==> config.mk <==
export PLATFORM = sky130hd
export DESIGN_NAME = rxq_status_queue
export DESIGN_NICKNAME = d
export VERILOG_FILES = /design/src/rtl/rxq_pkg.sv /design/src/rtl/rxq_ring.sv /design/src/rtl/rxq_fill.sv /design/src/rtl/rxq_status_queue.sv
export SDC_FILE = /design/constraint.sdc
export NUM_CORES = 1
export LEC_CHECK = 0
export ABC_AREA = 0
export BUFFER_PORTS_ARGS = -buffer_cell sky130_fd_sc_hd__clkbuf_2
export CAP_MARGIN = 20
export CORE_MARGIN = 2
export CORE_UTILIZATION = 45
export DETAILED_ROUTE_END_ITERATION = 7
export GPL_ROUTABILITY_DRIVEN = 0
export HOLD_SLACK_MARGIN = 0.15
export PLACE_DENSITY_LB_ADDON = 0.2
export SYNTH_ARGS = -nofsm -noshare
export SYNTH_HDL_FRONTEND = slang
export SYNTH_SLANG_ARGS = --single-unit
==> constraint.sdc <==
create_clock -name clk -period 5.9 [get_ports clk]
set_input_delay 1.18 -clock clk [delete_from_list [all_inputs] [get_ports clk]]
set_output_delay 1.18 -clock clk [all_outputs]
set_load 0.02 [all_outputs]
==> src/rtl/rxq_pkg.sv <==
package rxq_pkg;
    localparam int LEN_W  = 11;
    localparam int CODE_W = 4;

    // code forced onto a frame that lost bytes at the buffer ceiling
    localparam logic [CODE_W-1:0] CODE_OVERRUN = 4'b1000;

    typedef struct packed {
        logic [CODE_W-1:0] code;
        logic [LEN_W-1:0]  len;
    } rxq_entry_t;
endpackage

==> src/rtl/rxq_ring.sv <==
module rxq_ring
    import rxq_pkg::*;
#(
    parameter int DEPTH = 8,
    parameter int CNT_W = $clog2(DEPTH + 1)
) (
    input  logic             clk,
    input  logic             rst_n,
    input  logic             flush,
    input  logic             push,
    input  rxq_entry_t       push_entry,
    input  logic             pop,
    output rxq_entry_t       head,
    output logic [CNT_W-1:0] count
);
    localparam int PTR_W = (DEPTH > 1) ? $clog2(DEPTH) : 1;

    typedef struct packed {
        logic [PTR_W-1:0] wp;
        logic [PTR_W-1:0] rp;
        logic [CNT_W-1:0] cnt;
    } ring_st_t;

    ring_st_t   st_d, st_q;
    rxq_entry_t mem [DEPTH];

    function automatic logic [PTR_W-1:0] bump(input logic [PTR_W-1:0] p);
        return (p == PTR_W'(DEPTH - 1)) ? '0 : p + PTR_W'(1);
    endfunction

    always_comb begin
        st_d = st_q;
        if (flush) begin
            st_d = '0;
        end else begin
            if (push) st_d.wp = bump(st_q.wp);
            if (pop)  st_d.rp = bump(st_q.rp);
            st_d.cnt = st_q.cnt + CNT_W'(push) - CNT_W'(pop);
        end
    end

    always_ff @(posedge clk or negedge rst_n) begin
        if (!rst_n) st_q <= '0;
        else        st_q <= st_d;
    end

    always_ff @(posedge clk) begin
        if (push && !flush) mem[st_q.wp] <= push_entry;
    end

    assign head  = mem[st_q.rp];
    assign count = st_q.cnt;
endmodule

==> src/rtl/rxq_fill.sv <==
module rxq_fill #(
    parameter int BYTES = 2048,
    parameter int GAP   = 16,
    parameter int LVL_W = $clog2(BYTES + 1)
) (
    input  logic             clk,
    input  logic             rst_n,
    input  logic             flush,
    input  logic             inc,
    input  logic [LVL_W-1:0] dec,
    output logic [LVL_W-1:0] level,
    output logic             full
);
    typedef struct packed {
        logic [LVL_W-1:0] level;
        logic             full;
    } fill_st_t;

    fill_st_t st_d, st_q;

    always_comb begin
        st_d = st_q;
        if (flush) begin
            st_d = '0;
        end else begin
            st_d.level = st_q.level + LVL_W'(inc) - dec;
            if (st_d.level == LVL_W'(BYTES))
                st_d.full = 1'b1;
            else if (st_d.level <= LVL_W'(BYTES - GAP))
                st_d.full = 1'b0;
        end
    end

    always_ff @(posedge clk or negedge rst_n) begin
        if (!rst_n) st_q <= '0;
        else        st_q <= st_d;
    end

    assign level = st_q.level;
    assign full  = st_q.full;
endmodule

==> src/rtl/rxq_status_queue.sv <==
module rxq_status_queue
    import rxq_pkg::*;
#(
    parameter int MAX_FRAMES = 8,
    parameter int FIFO_BYTES = 2048,
    parameter int RESUME_GAP = 16,
    parameter int CNT_W      = $clog2(MAX_FRAMES + 1),
    parameter int LVL_W      = $clog2(FIFO_BYTES + 1)
) (
    input  logic              clk,
    input  logic              rst_n,
    input  logic              rx_reset,
    input  logic              discard_head,
    input  logic              wr_sof,
    input  logic              wr_byte,
    input  logic              wr_eof,
    input  logic [CODE_W-1:0] wr_code,
    input  logic              rd_byte,
    output logic [15:0]       status_word,
    output logic [CNT_W-1:0]  frame_count,
    output logic              frame_ready,
    output logic              receiving,
    output logic              status_full,
    output logic              fifo_full,
    output logic              adapter_fail
);
    typedef struct packed {
        logic             rcv;
        logic             lost;
        logic [LEN_W-1:0] wcnt;
        logic [LEN_W-1:0] rcnt;
        logic             fault;
    } ctl_st_t;

    ctl_st_t          ctl_d, ctl_q;
    rxq_entry_t       head, push_entry;
    logic [CNT_W-1:0] count;
    logic [LVL_W-1:0] level, dec;
    logic             fill_full, cnt_full, have_head;
    logic             sof_ok, byte_in, byte_ok, byte_lost, push;
    logic             disc_ok, rd_try, at_end, rd_ok, rd_bad, last, pop;
    logic [LEN_W-1:0] wcnt_n;

    always_comb begin
        cnt_full  = (count == CNT_W'(MAX_FRAMES));
        have_head = (count != '0);

        // write side
        sof_ok    = wr_sof && !ctl_q.rcv && !cnt_full && !fill_full;
        byte_in   = ctl_q.rcv && wr_byte;
        byte_ok   = byte_in && (level < LVL_W'(FIFO_BYTES))
                    && (ctl_q.wcnt != {LEN_W{1'b1}});
        byte_lost = byte_in && !byte_ok;
        push      = ctl_q.rcv && wr_eof;
        wcnt_n    = ctl_q.wcnt + LEN_W'(byte_ok);
        push_entry.code = (ctl_q.lost || byte_lost) ? CODE_OVERRUN : wr_code;
        push_entry.len  = wcnt_n;

        // host side, frozen while faulted
        disc_ok = discard_head && have_head && !ctl_q.fault;
        rd_try  = rd_byte && !discard_head && !ctl_q.fault;
        at_end  = !have_head || (ctl_q.rcnt == head.len);
        rd_ok   = rd_try && !at_end;
        rd_bad  = rd_try && at_end;
        last    = rd_ok && ((ctl_q.rcnt + LEN_W'(1)) == head.len);
        pop     = disc_ok || last;

        if (rd_ok)        dec = LVL_W'(1);
        else if (disc_ok) dec = LVL_W'(head.len - ctl_q.rcnt);
        else              dec = '0;

        ctl_d = ctl_q;
        if (sof_ok) begin
            ctl_d.rcv  = 1'b1;
            ctl_d.wcnt = '0;
            ctl_d.lost = 1'b0;
        end
        if (byte_in) begin
            ctl_d.wcnt = wcnt_n;
            ctl_d.lost = ctl_q.lost || byte_lost;
        end
        if (push) begin
            ctl_d.rcv  = 1'b0;
            ctl_d.wcnt = '0;
            ctl_d.lost = 1'b0;
        end
        if (pop)        ctl_d.rcnt = '0;
        else if (rd_ok) ctl_d.rcnt = ctl_q.rcnt + LEN_W'(1);
        if (rd_bad)     ctl_d.fault = 1'b1;
        if (rx_reset)   ctl_d = '0;
    end

    always_ff @(posedge clk or negedge rst_n) begin
        if (!rst_n) ctl_q <= '0;
        else        ctl_q <= ctl_d;
    end

    rxq_ring #(.DEPTH(MAX_FRAMES), .CNT_W(CNT_W)) u_ring (
        .clk        (clk),
        .rst_n      (rst_n),
        .flush      (rx_reset),
        .push       (push),
        .push_entry (push_entry),
        .pop        (pop),
        .head       (head),
        .count      (count)
    );

    rxq_fill #(.BYTES(FIFO_BYTES), .GAP(RESUME_GAP), .LVL_W(LVL_W)) u_fill (
        .clk   (clk),
        .rst_n (rst_n),
        .flush (rx_reset),
        .inc   (byte_ok),
        .dec   (dec),
        .level (level),
        .full  (fill_full)
    );

    assign status_word  = have_head ? {1'b0, head.code, head.len}
                                    : {1'b1, {CODE_W{1'b0}}, ctl_q.wcnt};
    assign frame_count  = count;
    assign frame_ready  = have_head;
    assign receiving    = ctl_q.rcv;
    assign status_full  = cnt_full;
    assign fifo_full    = fill_full;
    assign adapter_fail = ctl_q.fault;
endmodule

# Word-level counts from Yosys, hierarchy flattened
# Memories as Yosys holds them, arrays and structs flattened.
# Cells that the tools add are included.
# totals
word_cells	86
ramBits	120
register_bits	48
mem_bits_ro	0
n_memories	1
latchBits	0
# classes
addsub	9
magnitude_cmp	2
reduce_logical	36
div_mod_pow	0
n_eq_ne	7
bitwise	0
n_mul	0
n_shift	0
n_mux	21
# memory_table
memory	words	width	rd	rd_ports_with_merged_regs	wr	line_no	rtl
u_ring.mem	8	15	1	0	1	rxq_ring.sv:25	rxq_entry_t mem [DEPTH];
# op_table
operator	count
13-bit two-way mux	3
12-bit two-way mux	3
25-bit two-way mux	1
11-bit equality test	2
11-bit two-way mux	2
1-bit logical AND	16
16-bit two-way mux	1
12-bit by 1-bit adder with 12-bit output	1
12-bit equality test, second input constant	1
12-bit by 11-bit <= comparator with 1-bit output, second input constant	1
12-bit < comparator, second input constant	1
3-bit two-way mux	4
11-bit by 11-bit subtractor with 12-bit output	1
12-bit subtractor	1
11-bit by 1-bit adder with 11-bit output	1
11-bit by 1-bit adder with 11-bit output, second input constant	1
11-bit inequality test, second input constant	1
10-bit two-way mux	1
1-bit zero test	9
3-bit nonzero test	3
4-bit nonzero test	2
3-bit by 1-bit adder with 3-bit output, second input constant	2
3-bit equality test, second input constant	2
2-bit nonzero test	3
other kinds (6)	12

# Logic depth before layout (Yosys ltp)
# Gate-level depths: netlist of the first run.
# logic_depth
word_depth	11
ltp_mapped	24
mapped_depth_nobuf	21

# Hierarchy
# Synthesis of the first run repeated with hierarchy kept, for this count alone.
# unflattened
cells_unflattened	678
area_unflattened_um2	8958.6
# by_module_without_submodules
module	n_inst	seq_area_each_um2	cells_per_inst	area_per_inst_um2
rxq_ring	1	3853.7	242	5262.5
rxq_status_queue	1	625.6	301	2464.9
rxq_fill	1	325.3	135	1231.2

# Worst setup path after synthesis of the first run
# No wires, ideal clock.
# synth_path
path_kind	reg-to-reg
start	register u_ring.st_q[6] (netlist name)
end	register u_fill.st_q, in the netlist u_fill.full
required_time_ps	5799
n_path_buf	3
stages_incl_launch_ff	24
slack_ps	775
arrival_ps	5025
path_cell_list	dfrtp_1 -> buf_4 -> buf_6 -> buf_4 -> mux4_2 -> mux2i_1 -> inv_1 -> ha_1 -> nand4_1 -> or4_1 -> nand2_1 -> o21ai_0 -> ha_1 -> inv_1 -> ha_1 -> fa_1 -> a211oi_1 -> o21ai_0 -> o211a_1 -> a21o_1 -> a21oi_1 -> xor2_1 -> a41oi_1 -> o32ai_1
# synth_between
elab_chain_len	10
elab_cells_between_ends	14
# synth_rtl
item	line_no	rtl
from (decl)	rxq_ring.sv:24	ring_st_t st_d, st_q;
from (signal assigned)	rxq_ring.sv:44	else st_q <= st_d;
memory read 8 x 15 bit *	n/a	
branches (longest 4 deep; another with 11-bit by 11-bit subtractor with 12-bit output)	n/a	
12-bit two-way mux *	rxq_status_queue.sv:68	if (rd_ok) dec = LVL_W'(1);
12-bit subtractor *	rxq_fill.sv:26	st_d.level = st_q.level + LVL_W'(inc) - dec;
branches (longest 3 deep; another with 12-bit by 11-bit <= comparator with 1-bit output)	n/a	
to (signal assigned)	rxq_fill.sv:36	else st_q <= st_d;
to (decl)	rxq_fill.sv:19	fill_st_t st_d, st_q;
# Every way passes the cells marked *.
# A chain may end at the register's enable or synchronous reset.

# Worst setup path in the final report of the first run
# layout_path
start	register u_ring.st_q[5] (netlist name)
end	register u_fill.st_q, in the netlist u_fill.full
# The elaborated chain is that of the path after synthesis.

==> flow_summary_export.csv, run 1 <==
group,metric,value,unit
global_route,grt_pass1_vias,5364,
sta,slew_headroom,48.9,%
setup_path,worst_path_most_repeated_cell,"ha_1",
cells_and_area,fillers,1598,
logic_synthesis,syn-cell-area,8660,µm²
sta,setup-tns-final,0,ns
power,power_leakage,3.66,nW
cts,clock-root-buffer,"clkbuf_16",
cts,cts_buffer_depth,2,
cts,htree_levels,4,
logic_synthesis,synthFlopType,"edfxtp_1",
setup_path,critPathTopFamily,"compound AO/OA/AOI/OAI gates",
route,post_drt_wl_per_cell,20.2,µm
placement,io_buffers,36,
job,max_cap_violations,0,
sta,finalHoldViolations,0,
logic_synthesis,synthCells,661,
logic_synthesis,syn_nets,725,
route,drc,0,
cells_and_area,diodes,0,
setup_path,cp_slowest_cell,"or4_1",
logic_synthesis,synth-seq-cells,168,
logic_synthesis,yosysMostFrequentCell,"edfxtp_1",
cts,postCtsSetupRepairBufs,0,
logic_synthesis,yosysWarnings,0,
cts,cts_hold_buf,0,
cells_and_area,final_cells,958,
global_route,grt_overflow_total,0,
cts,cts_sinks,168,
route,via_per_inst,5.61,
logic_synthesis,yosys.area.top_type,"edfxtp_1",
logic_synthesis,async_reset_ff_share,28.6,%
cells_and_area,area.growth.synth_to_final,12.2,%
die,core-area,18800,µm²
setup_path,crit_chain,"buf_12, mux4_2, mux2_2, ha_1, nand4_1, or4_1, nand2_1, o21ai_0, ha_1, inv_1, ha_1, fa_1, a211oi_1, o21ai_0, o211a_1, a21o_1, a21oi_1, xor2_1, a41oi_1, o32ai_1",
setup_path,cp-start-kind,"flop",
cells_and_area,layout-drive-gt1-share,19.3,%
route,wirelength,19400,µm
die,die_area,20400,µm²
cts,clk_pin_slew,0.07,ns
global_route,grtUsageTotal,20.1,%
sta,finalSetupViolCount,0,
setup_path,worstPathArrival,5.92,ns
min_path,worstHoldPathType,"reg -> reg",
sta,drv_slew,0,
die,start_util,46.1,%
logic_synthesis,avgSynthCellArea,13.1,µm²
logic_synthesis,synthDistinctLibCells,57,
setup_path,path_buf_inv,2,
logic_synthesis,synth_top_area_share,41.6,%
sta,rsz0062_at_grt,"false",
cts,post_cts_resized,0,
sta,period_minus_slack,5.61,ns
logic_synthesis,ys_seq_area_share,55.5,%
route,ant_nets,0,
sta,max_freq,0.178,GHz
global_route,antenna_found_initial,0,
setup_path,critPathKind,"reg -> reg",
cts,numCtsBuffers,17,
route,initialDrtViolationCount,512,
route,drt_pass1_iterations,5,
die,fp-row-count,50,
sta,worst-slew-pin-transition,0.747,ns
placement,dp_hpwl,13000,µm
logic_synthesis,synth_commonest_cells,"edfxtp_1, nor2_1, ha_1",
setup_path,critPathMaxStageDelay,0.59,ns
outcome,status,"finished, final reports clean",
die,die_w,143,µm
die,die_h,143,µm
sta,timing.final.crit_share,95.0,%
logic_synthesis,ys_top_cells_by_area,"edfxtp_1, dfrtp_1, ha_1",
power,powerDensity,467,nW/µm²
placement,dpl.cell_count,927,
logic_synthesis,synth_edf_count,120,
sta,skew,0.0124,ns
cts,cts_tree,"built",
cells_and_area,fin_nets,776,
cts,clkLatencyLatePin,0.42,ns
global_route,grt_start_max_net_pins,49,
cells_and_area,design_area,9720,µm²
setup_path,endpoint_kind,"flop",
route,vias,5370,
placement,place_area,9160,µm²
setup_path,path_max_fanout,26,
global_route,grt_pass1_wl,30300,µm
setup_path,required,6.21,ns
power,power.ir.vdd_worst,0.000288,V
die,io_pins,37,
-- layout make-up --
class	count	area, µm²	area share (%)
flip-flops and latches	168	4800	49.4
multi-input cells	438	3580	36.8
clock buffers	18	429	4.42
repair buffers	58	370	3.81
well taps	234	293	3.01
clock inverters	13	134	1.38
inverters	29	109	1.12
-- state kept, by name, summed over array words and instances (netlist names) --
| name | flops |
|---|---|
| u_ring.mem | 120 |
| adapter_fail | 1 |
| u_fill.full | 1 |
| u_ring.st_q | 6 |
| ctl_q | 23 |
| u_ring.count | 4 |
| receiving | 1 |
| u_fill.level | 12 |
-- worst paths after layout --
| kind | start | end | slack, ns | cells after the start |
|---|---|---|---|---|
| setup / recovery | u_ring.st_q[5]$_DFFE_PN0P_ | u_fill.full$_DFFE_PN0P_ | 0.29 | 20 |
| hold / removal | ctl_q[23]$_DFFE_PN0P_ | ctl_q[23]$_DFFE_PN0P_ | 0.52 | 2 |
| setup reg to reg | u_ring.st_q[5]$_DFFE_PN0P_ | u_fill.full$_DFFE_PN0P_ | 0.29 | 20 |
| hold reg to reg | ctl_q[23]$_DFFE_PN0P_ | ctl_q[23]$_DFFE_PN0P_ | 0.52 | 2 |
| max in group asynchronous | rst_n | ctl_q[10]$_DFFE_PN0P_ | 4.56 | 2 |
| min in group asynchronous | rst_n | u_ring.count[1]$_DFF_PN0_ | 0.89 | 2 |
-- kinds of logic (layout without fill, tap and decap cells) --
family                     count (synthesis)  in the layout  synth area share [%]
and+or+nand+nor                          202            202                  11.9
DFF                                      168            168                  55.5
AOI/OAI and AO/OA                         81             81                  6.37
buffers and inverters                     55            118                  3.31
adders and majority gates                 52             52                  7.77
xor gates and xnor gates                  52             52                  5.58
muxes                                     51             51                  9.61
-- placed cells by master (no fill, tap or decap), drive strengths merged, types with 3 or more instances in the layout --
cell type / n
or3: 6
ha: 49
edfxtp: 120
clkinv: 3
buf: 22
nand3: 13
a22o: 13
o21ai: 14
a211oi: 4
nor4: 4
nand2b: 6
nand2: 45
nor2: 79
a21o: 11
mux2: 11
clkbuf: 54
inv: 34
nand4: 8
dfrtp: 48
fa: 3
and2: 7
xnor2: 34
mux2i: 16
xor2: 16
clkinvlp: 4
nor2b: 9
nor3: 15
a21oi: 20
mux4: 24
-- worst reg2reg max path, cell delays in order, from the launching register on --
cell,delay [ns]
dfrtp_1,0.39
buf_12,0.21
mux4_2,0.52
mux2_2,0.32
ha_1,0.41
nand4_1,0.18
or4_1,0.59
nand2_1,0.21
o21ai_0,0.14
ha_1,0.29
inv_1,0.04
ha_1,0.21
fa_1,0.43
a211oi_1,0.28
o21ai_0,0.14
o211a_1,0.17
a21o_1,0.18
a21oi_1,0.16
xor2_1,0.26
a41oi_1,0.15
o32ai_1,0.23
-- power by group --
part | switching (mW) | internal (mW) | leakage [nW]
Combinational | 1.24 | 0.852 | 1.67
Sequential | 0.0335 | 1.33 | 1.72
Clock | 0.486 | 0.591 | 0.265
-- routing by layer --
| layer | global-route usage (%) | routed length, µm |
|---|---|---|
| met5 | 0 | 0 |
| met4 | 5.05 | 226 |
| met3 | 3.86 | 680 |
| met2 | 33.2 | 9610 |
| met1 | 27.4 | 8850 |
-- per-stage QoR --
| stage | worst slack, ns | power [mW] | utilization, % | hold WS [ns] |
|---|---|---|---|---|
| floorplan | 0.775 | 2.97 | - | 0.474 |
| global placement | 0.538 | 3.44 | 48.8 | 0.492 |
| detailed placement | 0.393 | 3.46 | 48.8 | 0.503 |
| CTS | 0.306 | 4.57 | 51.8 | 0.518 |
| global route | 0.0425 | 4.84 | 51.8 | 0.543 |
| finish | 0.293 | 4.54 | 51.8 | 0.521 |
No activity file was read; power rests on OpenSTA's default activity.
==> inputs of run 2 (changes only) <==
--- a/config.mk
+++ b/config.mk
@@ -9,7 +9,7 @@
 export BUFFER_PORTS_ARGS = -buffer_cell sky130_fd_sc_hd__clkbuf_2
 export CAP_MARGIN = 20
 export CORE_MARGIN = 2
-export CORE_UTILIZATION = 45
+export CORE_UTILIZATION = 37
 export DETAILED_ROUTE_END_ITERATION = 7
 export GPL_ROUTABILITY_DRIVEN = 0
 export HOLD_SLACK_MARGIN = 0.15
==> run 2 against run 1 <==
  * Worst setup slack improved by 0.11 ns
  * Sequential power barely moved
  * Via count fell by 0.50%
  * Combinational power barely moved
  * Largest cell class unchanged
  * Critical endpoint unchanged
  * Clock skew fell by 0.0015 ns
  * Non-clock buffer count did not move
==> flow_summary_export.csv, run 2 (synthesis results as in run 1) <==
group,metric,value,unit
min_path,worstHoldPathType,"reg -> reg",
route,ant_nets,0,
cts,postCtsSetupRepairBufs,0,
job,max_cap_violations,0,
sta,drv_slew,0,
cells_and_area,fin_nets,776,
cells_and_area,largest-register,"u_ring.mem",
cells_and_area,area.growth.synth_to_final,14.2,%
global_route,grt_util_met2,28.5,%
placement,io_buffers,36,
global_route,global_route.usage.met3,2.81,%
sta,finalHoldViolations,0,
route,post_drt_wl_per_cell,18.9,µm
placement,dp_hpwl,13700,µm
cts,cts_buffer_depth,2,
sta,finalSetupViolCount,0,
global_route,grt_use_met1,23.0,%
global_route,antenna_found_initial,0,
sta,timing.final.crit_share,93.2,%
setup_path,worstPathArrival,5.81,ns
cells_and_area,utilization,43.4,%
cts,cts_hold_buf,0,
sta,skew,0.0108,ns
sta,rsz0062_at_grt,"false",
placement,pre_cts_ws,0.153,ns
die,die_w,157,µm
route,wirelength,19600,µm
setup_path,endpoint_kind,"flop",
power,power_leakage,3.69,nW
setup_path,critPathKind,"reg -> reg",
route,via_per_inst,5.15,
setup_path,required,6.22,ns
route,vias,5343,
global_route,grt_overflow_total,0,
die,core-area,22800,µm²
sta,setup-tns-final,0,ns
global_route,grt_start_max_net_pins,49,
die,die_h,157,µm
route,drt_pass1_iterations,4,
cts,htree_levels,4,
cts,cts_sinks,168,
cts,clkLatencyLatePin,0.42,ns
outcome,status,"finished, final reports clean",
route,initialDrtViolationCount,316,
cts,clk_pin_slew,0.07,ns
sta,worst-slew-pin-transition,0.775,ns
cells_and_area,final_cell_mix,"edfxtp_1, nor2_1, ha_1, dfrtp_1, nand2_1",
cells_and_area,final_common_cell,"edfxtp_1",
setup_path,cp-start-kind,"flop",
cts,numCtsBuffers,17,
cts,clock-root-buffer,"clkbuf_16",
route,drc,0,
power,powerDensity,471,nW/µm²
cts,cts_tree,"built",
die,fp-row-count,55,
global_route,grt_pass1_wl,31400,µm
cells_and_area,fillers,2093,
sta,period_minus_slack,5.50,ns
die,io_pins,37,
global_route,grt_pass1_vias,5589,
power,power.ir.vdd_worst,0.000284,V
die,die_area,24600,µm²
global_route,top_usage_layer,"met2",
cells_and_area,layout-drive-gt1-share,20.0,%
sta,slew_headroom,48.0,%
cells_and_area,diodes,0,
die,start_util,38.0,%
sta,layout_setup_ws,0.402,ns
global_route,grtUsageTotal,17.1,%
setup_path,path_max_fanout,26,
cells_and_area,largestRegisters,"u_ring.mem x120, ctl_q x23, u_fill.level x12",
cells_and_area,largest_reg_flops,120,
sta,max_freq,0.182,GHz
[run 2: power by group]
group          leakage, nW  internal (mW)  switching, mW  total (mW)
Clock                0.293          0.677          0.481        1.16
Combinational         1.68          0.856           1.27        2.12
Sequential            1.72           1.33         0.0480        1.38
Total                 3.69           2.87           1.80        4.66
[run 2: what timing repair did]
item | CTS | global route
setup endpoints to repair | 0 | 1
resized for setup | 0 | 9
hold endpoints to repair | 0 | 0
[run 2: path summary, 6_finish.rpt]
kind | cells after the start | endpoint | start | slack (ns)
worst max-delay path | 20 | u_fill.full$_DFFE_PN0P_ | u_ring.st_q[5]$_DFFE_PN0P_ | 0.40
worst min-delay path | 2 | ctl_q[23]$_DFFE_PN0P_ | ctl_q[23]$_DFFE_PN0P_ | 0.51
worst max register to register | 20 | u_fill.full$_DFFE_PN0P_ | u_ring.st_q[5]$_DFFE_PN0P_ | 0.40
worst min register to register | 2 | ctl_q[23]$_DFFE_PN0P_ | ctl_q[23]$_DFFE_PN0P_ | 0.51
max in group asynchronous | 2 | u_ring.st_q[4]$_DFFE_PN0P_ | rst_n | 4.51
min in group asynchronous | 2 | u_fill.level[4]$_DFF_PN0_ | rst_n | 0.88
[run 2: worst max-delay path, stage by stage (launching register included)]
cell and delay, ns:
dfrtp_2 0.47, buf_12 0.23, mux4_2 0.52, mux2_2 0.36, ha_1 0.33, nand3_1 0.07, or4_1 0.52, nand2_1 0.21
o21ai_0 0.13, ha_1 0.29, inv_1 0.04, ha_1 0.21, fa_1 0.42, a211oi_1 0.29, o21ai_0 0.15, o211a_1 0.17
a21o_1 0.18, a21oi_1 0.16, xor2_1 0.24, a41oi_1 0.16, o32ai_1 0.25
[run 2: metrics by stage]
step	cell area [µm²]	power (mW)	cells	hold slack, ns
3_3_place_gp	9240	3.47	1006	0.497
5_1_grt	9890	4.99	1038	0.571
4_1_cts	9850	4.68	1038	0.518
3_5_place_dp	9240	3.50	1006	0.502
6_report	9890	4.66	1038	0.514
2_1_floorplan	8660	2.97	661	0.474
[run 2: area by class of cell]
cell class,count,area (µm²),share of cell area [%]
flip-flops and latches,168,4810,48.7
multi-input cells,438,3590,36.3
clock inverters,14,184,1.86
well taps,313,392,3.96
repair buffers,58,370,3.75
inverters,29,109,1.10
clock buffers,18,429,4.34
[run 2: metal layers]
metal  wire (µm)  part of all wire, %  up-vias
li1            -                    -     2516
met1        9140                   47     2695
met2        9580                   49      116
met3         666                  3.4       16
met4         253                  1.3        0
met5           0                    0        -
